`src/rtl/prn_irq_pkg.sv`:
```
package prn_irq_pkg;
  localparam int REG_W     = 8;
  localparam int LEVEL_W   = 3;
  localparam int BIT_EN    = 3;
  localparam int BIT_POL   = 4;
  localparam int BIT_ACKF  = 5;
  localparam int BIT_FLTF  = 6;
  localparam int BIT_SUM   = 7;
  localparam logic [REG_W-1:0] STORE_MASK = 8'h1F;
  localparam int N_LINES   = 2;
  localparam int LINE_ACK  = 0;
  localparam int LINE_FLT  = 1;
endpackage

```
`src/rtl/prn_irq_sync.sv`:
```
module prn_irq_sync #(
  parameter int STAGES = 2
) (
  input  logic clk,
  input  logic rst_n,
  input  logic async_in,
  output logic rise_o,
  output logic fall_o
);
  logic [STAGES-1:0] chain_q;
  logic              prev_q;
  logic              sync_w;

  assign sync_w = chain_q[STAGES-1];

  always_ff @(posedge clk) begin
    if (!rst_n) begin
      chain_q <= '0;
      prev_q  <= 1'b0;
    end else begin
      chain_q <= {chain_q[STAGES-2:0], async_in};
      prev_q  <= sync_w;
    end
  end

  assign rise_o = sync_w & ~prev_q;
  assign fall_o = ~sync_w & prev_q;
endmodule

```
`src/rtl/prn_irq_flag.sv`:
```
module prn_irq_flag (
  input  logic clk,
  input  logic rst_n,
  input  logic set_i,
  input  logic clr_i,
  output logic flag_o
);
  always_ff @(posedge clk) begin
    if (!rst_n)     flag_o <= 1'b0;
    else if (set_i) flag_o <= 1'b1;
    else if (clr_i) flag_o <= 1'b0;
  end
endmodule

```
`src/rtl/prn_irq_ctrl.sv`:
```
module prn_irq_ctrl
  import prn_irq_pkg::*;
#(
  parameter int SYNC_STAGES = 2
) (
  input  logic               clk,
  input  logic               rst_n,
  input  logic               reg_wr,
  input  logic [REG_W-1:0]   reg_wdata,
  output logic [REG_W-1:0]   reg_rdata,
  input  logic               ack_in,
  input  logic               fault_in,
  output logic               irq_req,
  output logic [LEVEL_W-1:0] irq_level
);
  logic [REG_W-1:0]   store_q;
  logic [N_LINES-1:0] line_in, line_rise, line_fall;
  logic               ack_evt, fault_evt;
  logic               ack_clr, fault_clr;
  logic               ack_flag, fault_flag, summary;

  assign line_in[LINE_ACK] = ack_in;
  assign line_in[LINE_FLT] = fault_in;

  for (genvar g = 0; g < N_LINES; g++) begin : g_line
    prn_irq_sync #(.STAGES(SYNC_STAGES)) u_sync (
      .clk      (clk),
      .rst_n    (rst_n),
      .async_in (line_in[g]),
      .rise_o   (line_rise[g]),
      .fall_o   (line_fall[g])
    );
  end

  // Stored control bits: level, enable, polarity.
  always_ff @(posedge clk) begin
    if (!rst_n)      store_q <= '0;
    else if (reg_wr) store_q <= reg_wdata & STORE_MASK;
  end

  assign ack_evt   = store_q[BIT_POL] ? line_fall[LINE_ACK] : line_rise[LINE_ACK];
  assign fault_evt = line_fall[LINE_FLT];
  assign ack_clr   = reg_wr & (reg_wdata[BIT_ACKF] | ~reg_wdata[BIT_EN]);
  assign fault_clr = reg_wr & reg_wdata[BIT_FLTF];

  prn_irq_flag u_ack_flag (
    .clk(clk), .rst_n(rst_n), .set_i(ack_evt), .clr_i(ack_clr), .flag_o(ack_flag)
  );
  prn_irq_flag u_fault_flag (
    .clk(clk), .rst_n(rst_n), .set_i(fault_evt), .clr_i(fault_clr), .flag_o(fault_flag)
  );

  assign summary   = ack_flag | fault_flag;
  assign reg_rdata = store_q | ({summary, fault_flag, ack_flag} << BIT_ACKF);
  assign irq_req   = store_q[BIT_EN] & summary;
  assign irq_level = store_q[LEVEL_W-1:0];
endmodule

```
`config.mk`:
```
export PLATFORM = sky130hd
export DESIGN_NAME = prn_irq_ctrl
export DESIGN_NICKNAME = d
export VERILOG_FILES = /design/src/rtl/prn_irq_pkg.sv /design/src/rtl/prn_irq_sync.sv /design/src/rtl/prn_irq_flag.sv /design/src/rtl/prn_irq_ctrl.sv
export SDC_FILE = /design/constraint.sdc
export NUM_CORES = 1
export LEC_CHECK = 0
export BUFFER_PORTS_ARGS = -buffer_cell sky130_fd_sc_hd__buf_4
export CELL_PAD_IN_SITES_DETAIL_PLACEMENT = 1
export CELL_PAD_IN_SITES_GLOBAL_PLACEMENT = 2
export CORE_UTILIZATION = 24
export CTS_BUF_LIST = sky130_fd_sc_hd__clkbuf_16
export DETAILED_ROUTE_END_ITERATION = 10
export GPL_TIMING_DRIVEN = 1
export MAX_ROUTING_LAYER = met4
export PLACE_DENSITY_LB_ADDON = 0.3
export RECOVER_POWER = 100
export SYNTH_ARGS = -nofsm -noshare
export SYNTH_HDL_FRONTEND = slang
export SYNTH_SLANG_ARGS = --single-unit
export TNS_END_PERCENT = 1
```
`constraint.sdc`:
```
create_clock -name clk -period 1.1 [get_ports clk]
set_clock_uncertainty 0.2 [all_clocks]
set_input_delay 0.055 -clock clk [delete_from_list [all_inputs] [get_ports clk]]
set_output_delay 0.055 -clock clk [all_outputs]
set_load 0.05 [all_outputs]
```
# After elaboration in Yosys (flattened, before gate mapping)
# Cells that the tools add are included.
dict set report word_totals {
  ff_bits 13
  elab_cells 27
  out_inout_bits 12
  inputBits 13
}
dict set report op_classes {
  n_bitwise 13
  reduce_logical 2
  mux 5
}
# cell n
set op_table {}
lappend op_table {{5-bit by 8-bit OR with 8-bit output} 1}
lappend op_table {{1-bit bitwise AND} 6}
lappend op_table {{1-bit 2-to-1 mux} 5}
lappend op_table {{1-bit NOT} 4}
lappend op_table {{2-bit nonzero test} 2}
lappend op_table {{1-bit OR} 2}

# Logic depth before layout (Yosys ltp)
dict set report logic_depth {
  ltp_word 5
  ltp_mapped 4
  ltp_nobuf 3
}

# Hierarchy
# From an unflattened synthesis, not the netlist that was laid out.
dict set report hier_totals {
  hier_cells 50
  hier_area_um2 545.5
}
# mod cells_per_inst instances area_each_um2 seq_area_each_um2
set modules_own_cells {}
lappend modules_own_cells {prn_irq_ctrl 28 1 280.3 100.1}
lappend modules_own_cells {prn_irq_sync 8 2 91.3 60.1}
lappend modules_own_cells {prn_irq_flag 3 2 41.3 20.0}

# Worst setup path after synthesis
# No wires, ideal clock.
dict set report synth_timing {
  path_kind {reg2out}
  startpoint {register store_q[3]}
  endpoint {output irq_req}
  required_time_ns 0.845
  n_path_buf 0
  path_stages_with_launch 2
  slack_ns -0.282
  arrival_time_ns 1.127
  cell_sequence {dfxtp_1 > and2_1}
}
dict set report synth_via {
  elab_chain_cells 1
}
# item line
set synth_rtl {}
lappend synth_rtl {{start, declared} prn_irq_ctrl.sv:16} ;# logic [REG_W-1:0] store_q;
lappend synth_rtl {{start signal, assigned} prn_irq_ctrl.sv:38} ;# else if (reg_wr) store_q <= reg_wdata & STORE_MASK;
lappend synth_rtl {{1-bit bitwise AND} prn_irq_ctrl.sv:55} ;# assign irq_req = store_q[BIT_EN] & summary;
lappend synth_rtl {{end, declared} prn_irq_ctrl.sv:13} ;# output logic irq_req,
# No other way between the ends.

# Worst setup path in the final report
dict set report layout_timing {
  startpoint {register u_fault_flag.flag_o}
  endpoint {output irq_req}
}
dict set report layout_via {
  elab_chain_cells 2
}
# item line
set layout_rtl {}
lappend layout_rtl {{start, declared} prn_irq_flag.sv:6} ;# output logic flag_o
lappend layout_rtl {{start signal, assigned} prn_irq_flag.sv:9} ;# if (!rst_n) flag_o <= 1'b0;
lappend layout_rtl {{start signal, assigned} prn_irq_flag.sv:10} ;# else if (set_i) flag_o <= 1'b1;
lappend layout_rtl {{start signal, assigned} prn_irq_flag.sv:11} ;# else if (clr_i) flag_o <= 1'b0;
lappend layout_rtl {{1-bit OR} prn_irq_ctrl.sv:53} ;# assign summary = ack_flag | fault_flag;
lappend layout_rtl {{1-bit bitwise AND} prn_irq_ctrl.sv:55}
# No other way between the ends.

==> impl_metrics.yaml <==
power_and_ir_drop:
  pwr_density_cell_mw_per_mm2: 1590
  max-vdd-ir-drop_uv: 839
  p_leak_nw: 0.407
  power_mw: 1.40
clocking:
  cts.sinks: 13
  clk_path_buf_depth: 2
  cts_htree_levels: 1
  clock-root-buffer: "clkbuf_16"
  clkTransAtPathRegs_ns: 0.04
  source_to_sink_clock_delay_at_the_later_pin_of_the_worst_skew_pair_ns: 0.24
  cts_tree: "yes"
  numCtsBuffers: 3
worst_setup_path:
  critical_path_arrival_ns: 1.07
  worst_setup_path_startpoint: "u_fault_flag.flag_o"
  reg2reg_to: "u_ack_flag.flag_o"
  critical_path.startpoint_type: "register"
  critical_path.max_stage_delay_ns: 0.31
  worst_path_maximum_fanout: 2
  r2r.worst_path.cells: 3
  regToRegStartpoint: "u_ack_flag.flag_o"
  required_ns: 0.84
  regToRegSetupSlack_ns: -0.07
  cp_cell_sequence: "or2_4 -> and2_4 -> buf_8"
  critical_path.slowest_cell: "dfxtp_2"
  timing_worst_setup_path_type: "register to output pin"
  critPathCaptureType: "output pin"
  timing_endpoint_of_the_critical_path: "irq_req"
floorplan:
  die_h_um: 48.3
  start_util_pct: 25.9
  num_io_pins: 25
  core_ar_mm2: 0.00198
  design.die.area_mm2: 0.00233
  floorplan.die.width_um: 48.3
  rows: 16
placement:
  placed_area_um2: 681
  hpwl_um: 726
  port_buffers: 23
  gp_congestion: 0.580
global_routing:
  grt_use_met3_pct: 3.33
  globalRouteOverflowTotal: 0
  groute.layer.met1.usage_pct: 12.4
  grt_pass1_vias: 370
  pin_count_of_the_biggest_net_entering_global_routing: 14
  grt_use_met2_pct: 16.5
  grt_pass1_wl_um: 1600
  grt.total_usage_pct: 10.9
  number_of_antenna_violations_at_the_first_check_in_global_routing: 0
  grt_busiest_layer: "met2"
route:
  ant_nets: 0
  initial_drc_count: 1
  drt-vias-per-instance: 3.85
  via_count: 412
  totalWireLength_um: 1060
  wire_per_inst_um: 9.90
  route.detailed.drc: 0
  drt-pass1-iter-count: 2
timing:
  final-max-slew-violation-count: 0
  timing.fmax_mhz: 756
  final.min_clock_period_ns: 1.32
  rsz0062_at_grt: "true"
  finalSetupTns_ns: -0.509
  final-setup-viol-count: 4
  setup_slack_ns: -0.222
  whs_ns: -0.00509
  period_share_pct: 120
  slew_headroom_pct: 86.2
  timing_hold_violations_final: 3
  worst_tran_pin_value_ns: 0.207
synth:
  synth_area_um2: 514
  seq_area_frac_synth_pct: 50.6
  syn-instance-count: 49
  synth-seq-cells: 13
  syn_area_per_cell_um2: 10.5
  yosys.cell_types.count: 15
  synthesis.yosys.warnings: 0
  syn-num-nets: 62
final_layout:
  insertedDiodeCount: 0
  flow.area_growth_from_synthesis_pct: 70.3
  mostFrequentLayoutCell: "buf_4"
  fill_cell_count: 228
  layout.cells.most_common_list: "buf_4, dlygate4sd3_1, dfxtp_1"
  design_area_um2: 876
  drive_above_1_share_pct: 46.3
  num-nets-final: 94
hold_path:
  worst_hold_path_type: "input pin to register"
flow_run:
  max_cap_viol: 0
status:
  status: "complete, but fails checks"
  violations: "hold timing, setup timing"
==> cell usage after synthesis <==
cell type	n	area, um2
a21oi_1	1	5.00
or2_2	1	6.26
a21boi_2	1	11.3
buf_6	1	11.3
clkbuf_1	1	3.75
dfxtp_1	13	260
nand2b_1	1	6.26
mux2i_1	5	50.1
and2_1	7	43.8
o31a_1	1	8.76
nor2b_1	7	43.8
nor3b_1	1	7.51
buf_4	6	45.0
nand2_1	2	7.51
nor2_1	1	3.75
==> flip-flops by register name (all words and copies together), names as in the netlist <==
| register | count |
|---|---|
| g_line.u_sync.chain_q | 4 |
| g_line.u_sync.prev_q | 2 |
| store_q | 5 |
| u_ack_flag.flag_o | 1 |
| u_fault_flag.flag_o | 1 |
==> critical path, delay by kind of cell (launching register included) <==
kind / cells / cell delay, ns
simple gates: 2 / 0.38
flops: 1 / 0.31
buf+inv: 1 / 0.14
==> final cells by class <==
cell class	count	area [um2]	area share, %
timing repair buffer	35	298	34.0
sequential	13	267	30.4
multi-input combinational	28	199	22.7
clock buffer	3	75.1	8.57
tap	27	33.8	3.86
clock inverter	1	3.75	0.429
==> how the worst min path moves through the flow <==
| stage | start | to | slack (ns) | depth (start not counted) |
|---|---|---|---|---|
| floorplan | ack_in | g_line[0].u_sync.chain_q[0] | -0.02 | 1 |
| CTS | reg_wr | store_q[0] | -0.003 | 3 |
| finish | reg_wr | store_q[3] | -0.005 | 3 |
| global placement | fault_in | g_line[1].u_sync.chain_q[0] | 0.06 | 2 |
| global route | reg_wr | store_q[0] | 0.02 | 3 |
| detailed placement | fault_in | g_line[1].u_sync.chain_q[0] | 0.07 | 2 |
==> what timing repair did <==
action,in CTS,in global routing
setup buffers,1,0
endpoints found under the setup margin,4,4
pin swaps,3,1
resized for setup,8,0
hold endpoints to repair,13,0
hold buffers,9,0
==> kinds of logic (layout without fill, tap and decap cells) <==
| logic type | count (synthesis) | in the layout | synth area share (%) |
|---|---|---|---|
| DFF | 13 | 13 | 50.6 |
| muxes | 5 | 5 | 9.73 |
| buffers and inverters | 8 | 39 | 11.7 |
| AOI/OAI and AO/OA | 3 | 3 | 4.87 |
| and+or+nand+nor | 20 | 20 | 23.1 |
==> power by group <==
group | leakage [nW] | internal (mW) | switching (mW)
Clock | 0.0423 | 0.477 | 0.178
Sequential | 0.109 | 0.497 | 0.0128
Combinational | 0.256 | 0.106 | 0.124
==> stage by stage <==
step | setup WS (ns) | cells | utilization (%)
floorplan | -0.0674 | 49 | -
global placement | -0.0980 | 93 | 34.3
detailed placement | -0.106 | 93 | 34.3
CTS | -0.219 | 107 | 44.3
global route | -0.248 | 107 | 44.2
finish | -0.222 | 107 | 44.2
==> per-layer routing <==
| metal | up-vias | share of wire (%) |
|---|---|---|
| li1 | 210 | - |
| met1 | 190 | 43 |
| met2 | 10 | 52 |
| met3 | 2 | 4.2 |
| met4 | 0 | 1.0 |
| met5 | - | 0 |
Note: power is estimated with default switching activity, not from simulation.
